$ cat src/rtl/mtrap_csr.sv
module mtrap_csr #(
  parameter int XLEN = 32
) (
  input  logic            clk,
  input  logic            rst_n,
  input  logic            exc_req,
  input  logic            irq_req,
  input  logic [XLEN-1:0] trap_pc,
  input  logic            mret,
  input  logic            csr_we,
  input  logic [1:0]      csr_sel,
  input  logic [XLEN-1:0] csr_wdata,
  output logic [XLEN-1:0] csr_rdata,
  output logic            redirect_valid,
  output logic [XLEN-1:0] redirect_pc,
  output logic [1:0]      cur_mode,
  output logic            irq_en
);
  localparam logic [1:0] MODE_M = 2'b11;
  localparam logic [1:0] MODE_U = 2'b00;
  localparam int EN_BIT = 3;
  localparam int PEN_BIT = 7;
  localparam int PM_LO = 11;

  logic [1:0]      mode_q, mpp_q;
  logic            mie_q, mpie_q;
  logic [XLEN-1:0] epc_q, vec_q;
  logic [XLEN-1:0] status_w;
  logic            take, ret;

  assign take = exc_req | (irq_req & mie_q);
  assign ret  = mret & ~take;

  assign redirect_valid = take | ret;
  assign redirect_pc    = take ? vec_q : epc_q;
  assign cur_mode       = mode_q;
  assign irq_en         = mie_q;

  always_comb begin
    status_w = '0;
    status_w[EN_BIT] = mie_q;
    status_w[PEN_BIT] = mpie_q;
    status_w[PM_LO+1:PM_LO] = mpp_q;
  end

  always_comb begin
    case (csr_sel)
      2'b00:   csr_rdata = status_w;
      2'b01:   csr_rdata = epc_q;
      2'b10:   csr_rdata = vec_q;
      default: csr_rdata = '0;
    endcase
  end

  logic unused_bits;
  assign unused_bits = ^{trap_pc[1:0], csr_wdata};

  always_ff @(posedge clk) begin
    if (!rst_n) begin
      mode_q <= MODE_M;
      mie_q  <= 1'b0;
      mpie_q <= 1'b0;
      mpp_q  <= MODE_U;
      epc_q  <= '0;
      vec_q  <= '0;
    end else if (take) begin
      epc_q  <= {trap_pc[XLEN-1:2], 2'b00};
      mpp_q  <= mode_q;
      mpie_q <= mie_q;
      mie_q  <= 1'b0;
      mode_q <= MODE_M;
    end else if (ret) begin
      mode_q <= mpp_q;
      mie_q  <= mpie_q;
      mpie_q <= 1'b1;
      mpp_q  <= MODE_U;
    end else if (csr_we) begin
      case (csr_sel)
        2'b00: begin
          mie_q  <= csr_wdata[EN_BIT];
          mpie_q <= csr_wdata[PEN_BIT];
          mpp_q  <= (csr_wdata[PM_LO+1:PM_LO] == MODE_M) ? MODE_M : MODE_U;
        end
        2'b01:   epc_q <= {csr_wdata[XLEN-1:2], 2'b00};
        2'b10:   vec_q <= {csr_wdata[XLEN-1:2], 2'b00};
        default: ;
      endcase
    end
  end
endmodule


$ cat config.mk
export PLATFORM = sky130hd
export DESIGN_NAME = mtrap_csr
export DESIGN_NICKNAME = d
export VERILOG_FILES = /design/src/rtl/mtrap_csr.sv
export SDC_FILE = /design/constraint.sdc
export NUM_CORES = 1
export LEC_CHECK = 0
export CORE_MARGIN = 2
export CORE_UTILIZATION = 45
export DETAILED_ROUTE_END_ITERATION = 7
export PLACE_DENSITY = 0.89
export SLEW_MARGIN = 0
export SYNTH_ARGS = -nofsm -noshare
export SYNTH_HDL_FRONTEND = slang
export SYNTH_SLANG_ARGS = --single-unit
export TNS_END_PERCENT = 5
$ cat constraint.sdc
create_clock -name clk -period 3.65 [get_ports clk]
set_input_delay 1.095 -clock clk [delete_from_list [all_inputs] [get_ports clk]]
set_output_delay 1.095 -clock clk [all_outputs]
set_load 0.03 [all_outputs]
==> impl_metrics.toml, run 1 <==
[outcome]
status = "completed"

[finish]
fin_util_pct = 68.5
n_antenna_cell = 0
final_cell_mix = "clkdlybuf4s50_1 (67), dfxtp_1 (66), nand2_1 (65), buf_4 (60), o21ai_0 (45)"
drive_gt1_share_pct = 25.6
nets = 626
syn2layout_area_growth_pct = 48.5
fill_cells = 616
final_common_cell = "clkdlybuf4s50_1"
stdcell_count = 660

[drt]
routed_wl_um = 11700
dr.pass1.iters = 5
postRouteAntennaNets = 0
wl_per_cell_um = 17.8
vias_per_cell = 5.81
drcViolationCount = 0
num_vias = 3834
dr.first_iter.drc_count = 234

[place]
placed_cells = 638
io_buffers = 131
gp_congestion = 0.821
dp_hpwl_um = 7560

[synth]
avgSynthCellArea_um2 = 8.38
synth_top_area_share_pct = 37.4
synth_top_family_by_area = "compound AO/OA/AOI/OAI gates"
yosys.area_share.simple_pct = 14.1
synth_mux_area_share_pct = 11.6
ys_seq_area_share_pct = 37.4
synthDistinctLibCells = 32
yosys_warnings = 0
synth_compound_area_share_pct = 29.8
syn_area_um2 = 3530
synth_cells = 421
synth_xor_area_share_pct = 0
synthAdderAreaFrac_pct = 0
ys_ff_latch = 66
yosys.area.top_type = "dfxtp_1"
yosys-top-cells-area = "dfxtp_1 (37%), mux2_2 (9.9%), nand2_1 (6.9%)"

[clocking]
insertion_delay_ps = 340
cts_tree = "done"
cts_sinks = 66
clockBufferDepth = 2
path_clk_slew_ps = 70
cts_hold_buffers = 0
htreeDepth = 3
cts_made_buffers = 9
cts-root-buf = "clkbuf_8"

[timing]
tightest_slew_ps = 1010
fin_crit_sh_pct = 98.9
setup-violations-final = 0
finalHoldViolations = 0
tns_ps = 0
slew_violations = 0
skew_ps = 5.93
rsz0062_at_grt = "no"
min_period_ps = 3610
relSlewSlack_pct = 32.8
max_freq_mhz = 277

[global_routing]
antenna_found_initial = 0
grt.total_usage_pct = 27.4
grt_overflow = 0
grt_pass1_vias = 3804
grt_max_degree = 65
grt_pass1_wl_um = 18600

[power]
p_leak_nw = 2.11
p_per_area_nw_per_um2 = 355
ir_drop_uv = 217
power_w = 0.00186

[floorplan]
num_rows = 32
die_area_um2 = 8570
io_pins = 140
floorplan.initialDensity_pct = 46.1
die_h_um = 92.6
core_area_um2 = 7650
chipWidth_um = 92.6

[worst_setup_path]
end_kind = "output pin"
critPathLaunchType = "primary input"
cp_max_fo = 10
cp.arrival_ps = 2510
critical_path_required_ps = 2550
worstSetupPathType = "in -> out"

[job]
maxCapViolCount = 0

[min_path]
worstHoldPathType = "reg -> reg"
## Yosys cell counts
| cell | n |
|---|---|
| buf_2 | 26 |
| a21boi_1 | 30 |
| and3b_1 | 1 |
| a31oi_1 | 30 |
| nand2_1 | 65 |
| clkbuf_2 | 1 |
| a21oi_2 | 1 |
| a22o_1 | 26 |
| buf_1 | 1 |
| clkbuf_1 | 13 |
| nor2_1 | 1 |
| a211oi_4 | 1 |
| o211a_1 | 1 |
| nand3_1 | 32 |
| nor2b_1 | 4 |
| a21oi_1 | 1 |
| nand4bb_1 | 1 |
| o21ai_0 | 45 |
| conb_1 | 1 |
| nand2b_1 | 2 |
| mux2i_1 | 6 |
| and4bb_1 | 1 |
| o221ai_1 | 1 |
| mux2_2 | 31 |
| buf_4 | 7 |
| o21ai_1 | 20 |
| inv_2 | 1 |
| nand3b_1 | 1 |
| o2111a_1 | 1 |
| dfxtp_1 | 66 |
| o221a_2 | 2 |
| nor3b_2 | 1 |
## flip-flops by register name, indices dropped and copies added, names as in the netlist
signal / count
irq_en: 1
mpp_q: 2
mpie_q: 1
epc_q: 30
cur_mode: 2
vec_q: 30
## where the power goes
group | internal (W) | switching (W) | leakage [nW]
sequential | 0.000755 | 0.0000267 | 0.541
clock | 0.000367 | 0.000271 | 0.106
combinational | 0.000213 | 0.000230 | 1.46
total | 0.00134 | 0.000527 | 2.11
## through the flow
step,hold slack (ps),setup slack [ps],instance area [um2]
floorplan,458,491,3540
detailed placement,483,-449,4940
CTS,490,30.8,5240
global route,515,29.0,5240
finish,490,41.5,5240
global placement,471,-433,4940
## worst max-delay path: stages
cell           delay [ps]
dlygate4sd2_1         280
a21oi_4               200
buf_6                 150
bufbuf_16             270
mux2_2                330
buf_2                 180
## metal layers
metal  track usage, %  up-vias  wire, um
li1                 -     1792         -
met3             5.45       17       871
met1             32.9     1845      4860
met2             48.7      180      5870
met4             9.33        0       147
met5                0        -         0
## what timing repair did
item | in CTS | in global routing
endpoints found under the setup margin | 30 | 3
gates cloned | 3 | 0
buffers inserted | 4 | 0
pin swaps | 1 | 0
resized for setup | 104 | 1
## cell type report
| cell class | count | area (um2) | share of cell area, % |
|---|---|---|---|
| Inverter | 1 | 3.75 | 0.0717 |
| Clock inverter | 2 | 35.0 | 0.669 |
| Clock buffer | 13 | 169 | 3.22 |
| Timing Repair Buffer | 167 | 1590 | 30.4 |
| Tap cell | 102 | 128 | 2.44 |
| Multi-Input combinational cell | 309 | 1990 | 38.0 |
| Sequential cell | 66 | 1320 | 25.2 |
## worst paths after layout
path              cells after the start                     end  slack [ps]                   start
hold / removal                        2  vec_q[31]$_SDFFE_PN0P_         490  vec_q[31]$_SDFFE_PN0P_
setup reg to reg                      4   mpp_q[0]$_SDFFE_PN0P_        1970     irq_en$_SDFFE_PP0P_
setup / recovery                      6          redirect_pc[6]          40                 irq_req
hold reg to reg                       2  vec_q[31]$_SDFFE_PN0P_         490  vec_q[31]$_SDFFE_PN0P_
## kinds of logic (layout without fill, tap and decap cells)
kind of cell           count (synthesis)  in the layout
AND/OR/NAND/NOR                      109            109
multiplexers                          37             37
buffers and inverters                 49            183
other                                  1              4
AO/OA/AOI/OAI                        159            159
flip-flops                            66             66
(Power assumes the default switching activity.)
==> run 2: changes to the inputs <==
--- a/config.mk
+++ b/config.mk
@@ -8,7 +8,7 @@
 export CORE_MARGIN = 2
 export CORE_UTILIZATION = 45
 export DETAILED_ROUTE_END_ITERATION = 7
-export PLACE_DENSITY = 0.89
+export PLACE_DENSITY_LB_ADDON = 0.25
 export SLEW_MARGIN = 0
 export SYNTH_ARGS = -nofsm -noshare
 export SYNTH_HDL_FRONTEND = slang
==> impl_metrics.toml, run 2 (same netlist as run 1, synthesis figures left out) <==
[floorplan]
num_rows = 32
floorplan.initialDensity_pct = 46.1
die_h_um = 92.6
chipWidth_um = 92.6
io_pins = 140
core_area_um2 = 7650
die_area_um2 = 8570

[place]
io_buffers = 131
dp_hpwl_um = 6970
gp_congestion = 0.825
placed_cells = 634

[clocking]
cts_made_buffers = 9
clockBufferDepth = 2
htreeDepth = 3
cts-root-buf = "clkbuf_8"
cts_hold_buffers = 0
insertion_delay_ps = 330
cts_sinks = 66
cts_tree = "done"
path_clk_slew_ps = 70

[drt]
dr.first_iter.drc_count = 224
num_vias = 3682
wl_per_cell_um = 16.9
routed_wl_um = 11100
drcViolationCount = 0
dr.pass1.iters = 4
postRouteAntennaNets = 0
vias_per_cell = 5.63

[worst_setup_path]
path_delay_family = "buffers and inverters"
crit_path_top_delay_cell = "mux2_2"
cp_cell_sequence = "dlygate4sd2_1 > a21oi_4 > buf_6 > buf_16 > buf_4 > mux2_2 > buf_4"
critPathLaunchType = "primary input"
cp_max_fo = 9
critical_path_required_ps = 2550
crit_path_max_incr_delay_ps = 340
end_kind = "output pin"
cp.arrival_ps = 2520
critPathBufInv = 5
worstSetupPathType = "in -> out"
cp_common_cell = "buf_4"

[power]
p_leak_nw = 2.02
power_w = 0.00175
ir_drop_uv = 213
p_per_area_nw_per_um2 = 337

[global_routing]
grt_pass1_wl_um = 17700
grt.total_usage_pct = 26.1
grt_pass1_vias = 3559
grt_overflow = 0
antenna_found_initial = 0
grt_max_degree = 67

[timing]
skew_ps = 2.98
finalHoldViolations = 0
tightest_slew_ps = 595
fin_crit_sh_pct = 99.1
max_freq_mhz = 277
min_period_ps = 3620
setup-violations-final = 0
rsz0062_at_grt = "no"
hold_slack_ps = 488
slew_violations = 0
relSlewSlack_pct = 60.3

[finish]
syn2layout_area_growth_pct = 47.3
stdcell_count = 654
final_cell_mix = "clkdlybuf4s50_1 (68), dfxtp_1 (66), nand2_1 (65), buf_4 (54), o21ai_0 (45)"
drive_gt1_share_pct = 24.8
nets = 620
reg_top3 = "epc_q: 30 flops, vec_q: 30 flops"
final_common_cell = "clkdlybuf4s50_1"
n_antenna_cell = 0
fin_util_pct = 67.9
fill_cells = 628

[outcome]
status = "completed"

[min_path]
worstHoldPathType = "reg -> reg"

[job]
maxCapViolCount = 0
run 2: through the flow:
stage               instance area (um2)  setup TNS (ps)  worst slack [ps]
CTS                                5200               0              63.5
floorplan                          3540               0               491
global route                       5200               0              2.70
global placement                   4900          -12390              -463
detailed placement                 4900          -12490              -474
finish                             5200               0              33.4
run 2: worst paths after layout:
| path | startpoint | end | slack [ps] | cells past startpoint |
|---|---|---|---|---|
| worst max-delay path | irq_req | redirect_pc[11] | 30 | 7 |
| worst min register to register | epc_q[14]$_SDFFE_PN0P_ | epc_q[14]$_SDFFE_PN0P_ | 490 | 2 |
| worst min-delay path | epc_q[14]$_SDFFE_PN0P_ | epc_q[14]$_SDFFE_PN0P_ | 490 | 2 |
| worst max register to register | irq_en$_SDFFE_PP0P_ | mpp_q[0]$_SDFFE_PN0P_ | 2020 | 4 |
run 2: area by class of cell:
type,count,area (um2),share of cell area [%]
clock buffer,12,155,2.99
clock inverter,3,15.0,0.289
inverter,1,3.75,0.0722
multi-input combinational,309,1990,38.2
sequential,66,1320,25.4
tap,102,128,2.46
timing repair buffer,161,1590,30.5
run 2: power by group:
| group | switching [W] | internal [W] | leakage, nW | total [W] |
|---|---|---|---|---|
| registers | 0.0000249 | 0.000755 | 0.541 | 0.000780 |
| logic | 0.000224 | 0.000208 | 1.39 | 0.000432 |
| clock network | 0.000261 | 0.000277 | 0.0920 | 0.000538 |
| total | 0.000510 | 0.00124 | 2.02 | 0.00175 |
run 2: worst min-delay path, cell delays in order, from the launching register on:
cell and delay, ps:
dfxtp_1 320, nand2_1 60, a31oi_1 70
run 2: timing repair:
action | in CTS | in global routing
setup buffers | 3 | 0
endpoints found under the setup margin | 31 | 0
endpoints found under the hold margin | 0 | 0
resized for setup | 79 | 0
run 2: per-layer routing:
layer / GRT usage [%] / vias to the layer above / wire length (um)
li1: - / 1778 / -
met1: 31.9 / 1751 / 4610
met2: 45.8 / 139 / 5570
met3: 5.53 / 14 / 724
met4: 7.71 / 0 / 155
met5: 0 / - / 0
==> run 3: changes to the inputs <==
--- a/config.mk
+++ b/config.mk
@@ -5,10 +5,12 @@
 export SDC_FILE = /design/constraint.sdc
 export NUM_CORES = 1
 export LEC_CHECK = 0
+export ABC_AREA = 0
 export CORE_MARGIN = 2
 export CORE_UTILIZATION = 45
 export DETAILED_ROUTE_END_ITERATION = 7
-export PLACE_DENSITY_LB_ADDON = 0.25
+export MAX_ROUTING_LAYER = met4
+export PLACE_DENSITY = 0.84
 export SLEW_MARGIN = 0
 export SYNTH_ARGS = -nofsm -noshare
 export SYNTH_HDL_FRONTEND = slang
==> impl_metrics.toml, run 3 (same netlist as run 1, synthesis figures left out) <==
[outcome]
status = "completed"

[global_routing]
grt.total_usage_pct = 27.3
grt_max_degree = 49
grt_overflow = 0
grt_pass1_wl_um = 18200
grt_pass1_vias = 3674
antenna_found_initial = 0

[floorplan]
die_h_um = 92.6
chipWidth_um = 92.6
num_rows = 32
die_area_um2 = 8570
floorplan.initialDensity_pct = 46.1
core_area_um2 = 7650
io_pins = 140

[worst_setup_path]
critical_path_required_ps = 2550
timing.rr.start = "irq_en$_SDFFE_PP0P_"
end_kind = "output pin"
critPathLaunchType = "primary input"
worstSetupPathType = "in -> out"
r2r-end = "mpp_q[0]$_SDFFE_PN0P_"
ff2ff_setup_slack_ps = 1980
setup.worst_path.start = "irq_req"
ff2ff_path_depth = 4
cp_max_fo = 12
cp.arrival_ps = 2460
crit_path_max_incr_delay_ps = 340
cp_cell_sequence = "dlygate4sd2_1 > a21oi_4 > buf_4 > buf_6 > mux2_2 > clkdlybuf4s15_2"
crit_path_top_delay_cell = "mux2_2"

[timing]
setup-violations-final = 0
layout_setup_ws_ps = 97.3
min_period_ps = 3550
slew_violations = 0
tightest_slew_ps = 555
fin_crit_sh_pct = 97.3
skew_ps = 9.24
relSlewSlack_pct = 62.8
rsz0062_at_grt = "no"
tns_ps = 0
max_freq_mhz = 281
finalHoldViolations = 0

[power]
p_leak_nw = 2.09
p_per_area_nw_per_um2 = 336
ir_drop_uv = 241

[finish]
stdcell_count = 665
multi_input_area_um2 = 1990
nets = 631
fin_util_pct = 67.7
final_common_cell = "clkdlybuf4s50_1"
final_cell_mix = "clkdlybuf4s50_1 (67), dfxtp_1 (66), nand2_1 (65), buf_4 (64), o21ai_0 (45)"
seq_area_um2 = 1320
syn2layout_area_growth_pct = 46.7
fill_cells = 614
drive_gt1_share_pct = 27.4
n_antenna_cell = 0
reg_top3 = "epc_q: 30 flops, vec_q: 30 flops"

[clocking]
htreeDepth = 3
cts_made_buffers = 9
cts_tree = "done"
cts_hold_buffers = 0
clockBufferDepth = 2
cts_sinks = 66
path_clk_slew_ps = 70
cts-root-buf = "clkbuf_8"
insertion_delay_ps = 340

[drt]
drcViolationCount = 0
wl_per_cell_um = 17.4
vias_per_cell = 5.69
dr.first_iter.drc_count = 249
postRouteAntennaNets = 0
dr.pass1.iters = 5
num_vias = 3785
routed_wl_um = 11600

[place]
placed_cells = 640
io_buffers = 131
dp_hpwl_um = 7620
dp_slack_ps = -473
gp_congestion = 0.797

[job]
maxCapViolCount = 0

[min_path]
holdPathEnd = "epc_q[3]$_SDFFE_PN0P_"
hold_depth = 2
worstHoldPathType = "reg -> reg"
min-delay-start = "epc_q[3]$_SDFFE_PN0P_"
## run 3: worst max-delay path by stage
| stage | cells past startpoint | end | slack, ps |
|---|---|---|---|
| 6_report | 6 | redirect_pc[5] | 100 |
| 5_1_grt | 6 | redirect_pc[3] | 50 |
| 2_1_floorplan | 3 | csr_rdata[3] | 490 |
| 3_3_place_gp | 5 | redirect_pc[2] | -450 |
| 3_5_place_dp | 5 | redirect_pc[7] | -470 |
| 4_1_cts | 6 | redirect_pc[7] | 120 |
## run 3: per-stage QoR
| step | total power, W | instance area, um2 | hold slack [ps] |
|---|---|---|---|
| finish | 0.00174 | 5180 | 488 |
| floorplan | 0.00102 | 3540 | 458 |
| global placement | 0.00121 | 4950 | 468 |
| global route | 0.00180 | 5180 | 511 |
| detailed placement | 0.00122 | 4950 | 480 |
| CTS | 0.00173 | 5180 | 490 |
## run 3: worst max-delay path: cells and delay by family
family / cells / cell delay [ps]
buffers and inverters: 4 / 840
AOI/OAI and AO/OA: 1 / 180
muxes: 1 / 340
## run 3: area by class of cell
class	instances	share of cell area [%]
well taps	102	2.47
clock buffers	11	2.54
clock inverters	4	0.387
multi-input cells	309	38.4
inverters	1	0.0725
repair buffers	172	30.6
flip-flops and latches	66	25.5
## run 3: repair_timing
action,CTS,global route
endpoints found under the setup margin,31,0
gates resized for setup,127,0
setup buffers,7,0
## run 3: power by group
part           switching (W)  leakage [nW]  total (W)  internal (W)
combinational       0.000228          1.47   0.000441      0.000213
clock               0.000277        0.0827   0.000515      0.000239
sequential         0.0000262         0.541   0.000781      0.000754
## run 3: metal layers
metal / vias to the layer above / global-route usage [%] / part of all wire [%]
li1: 1798 / - / -
met1: 1795 / 33.3 / 42
met2: 175 / 46.4 / 49
met3: 17 / 5.37 / 6.9
met4: 0 / 7.46 / 1.6
met5: - / - / 0
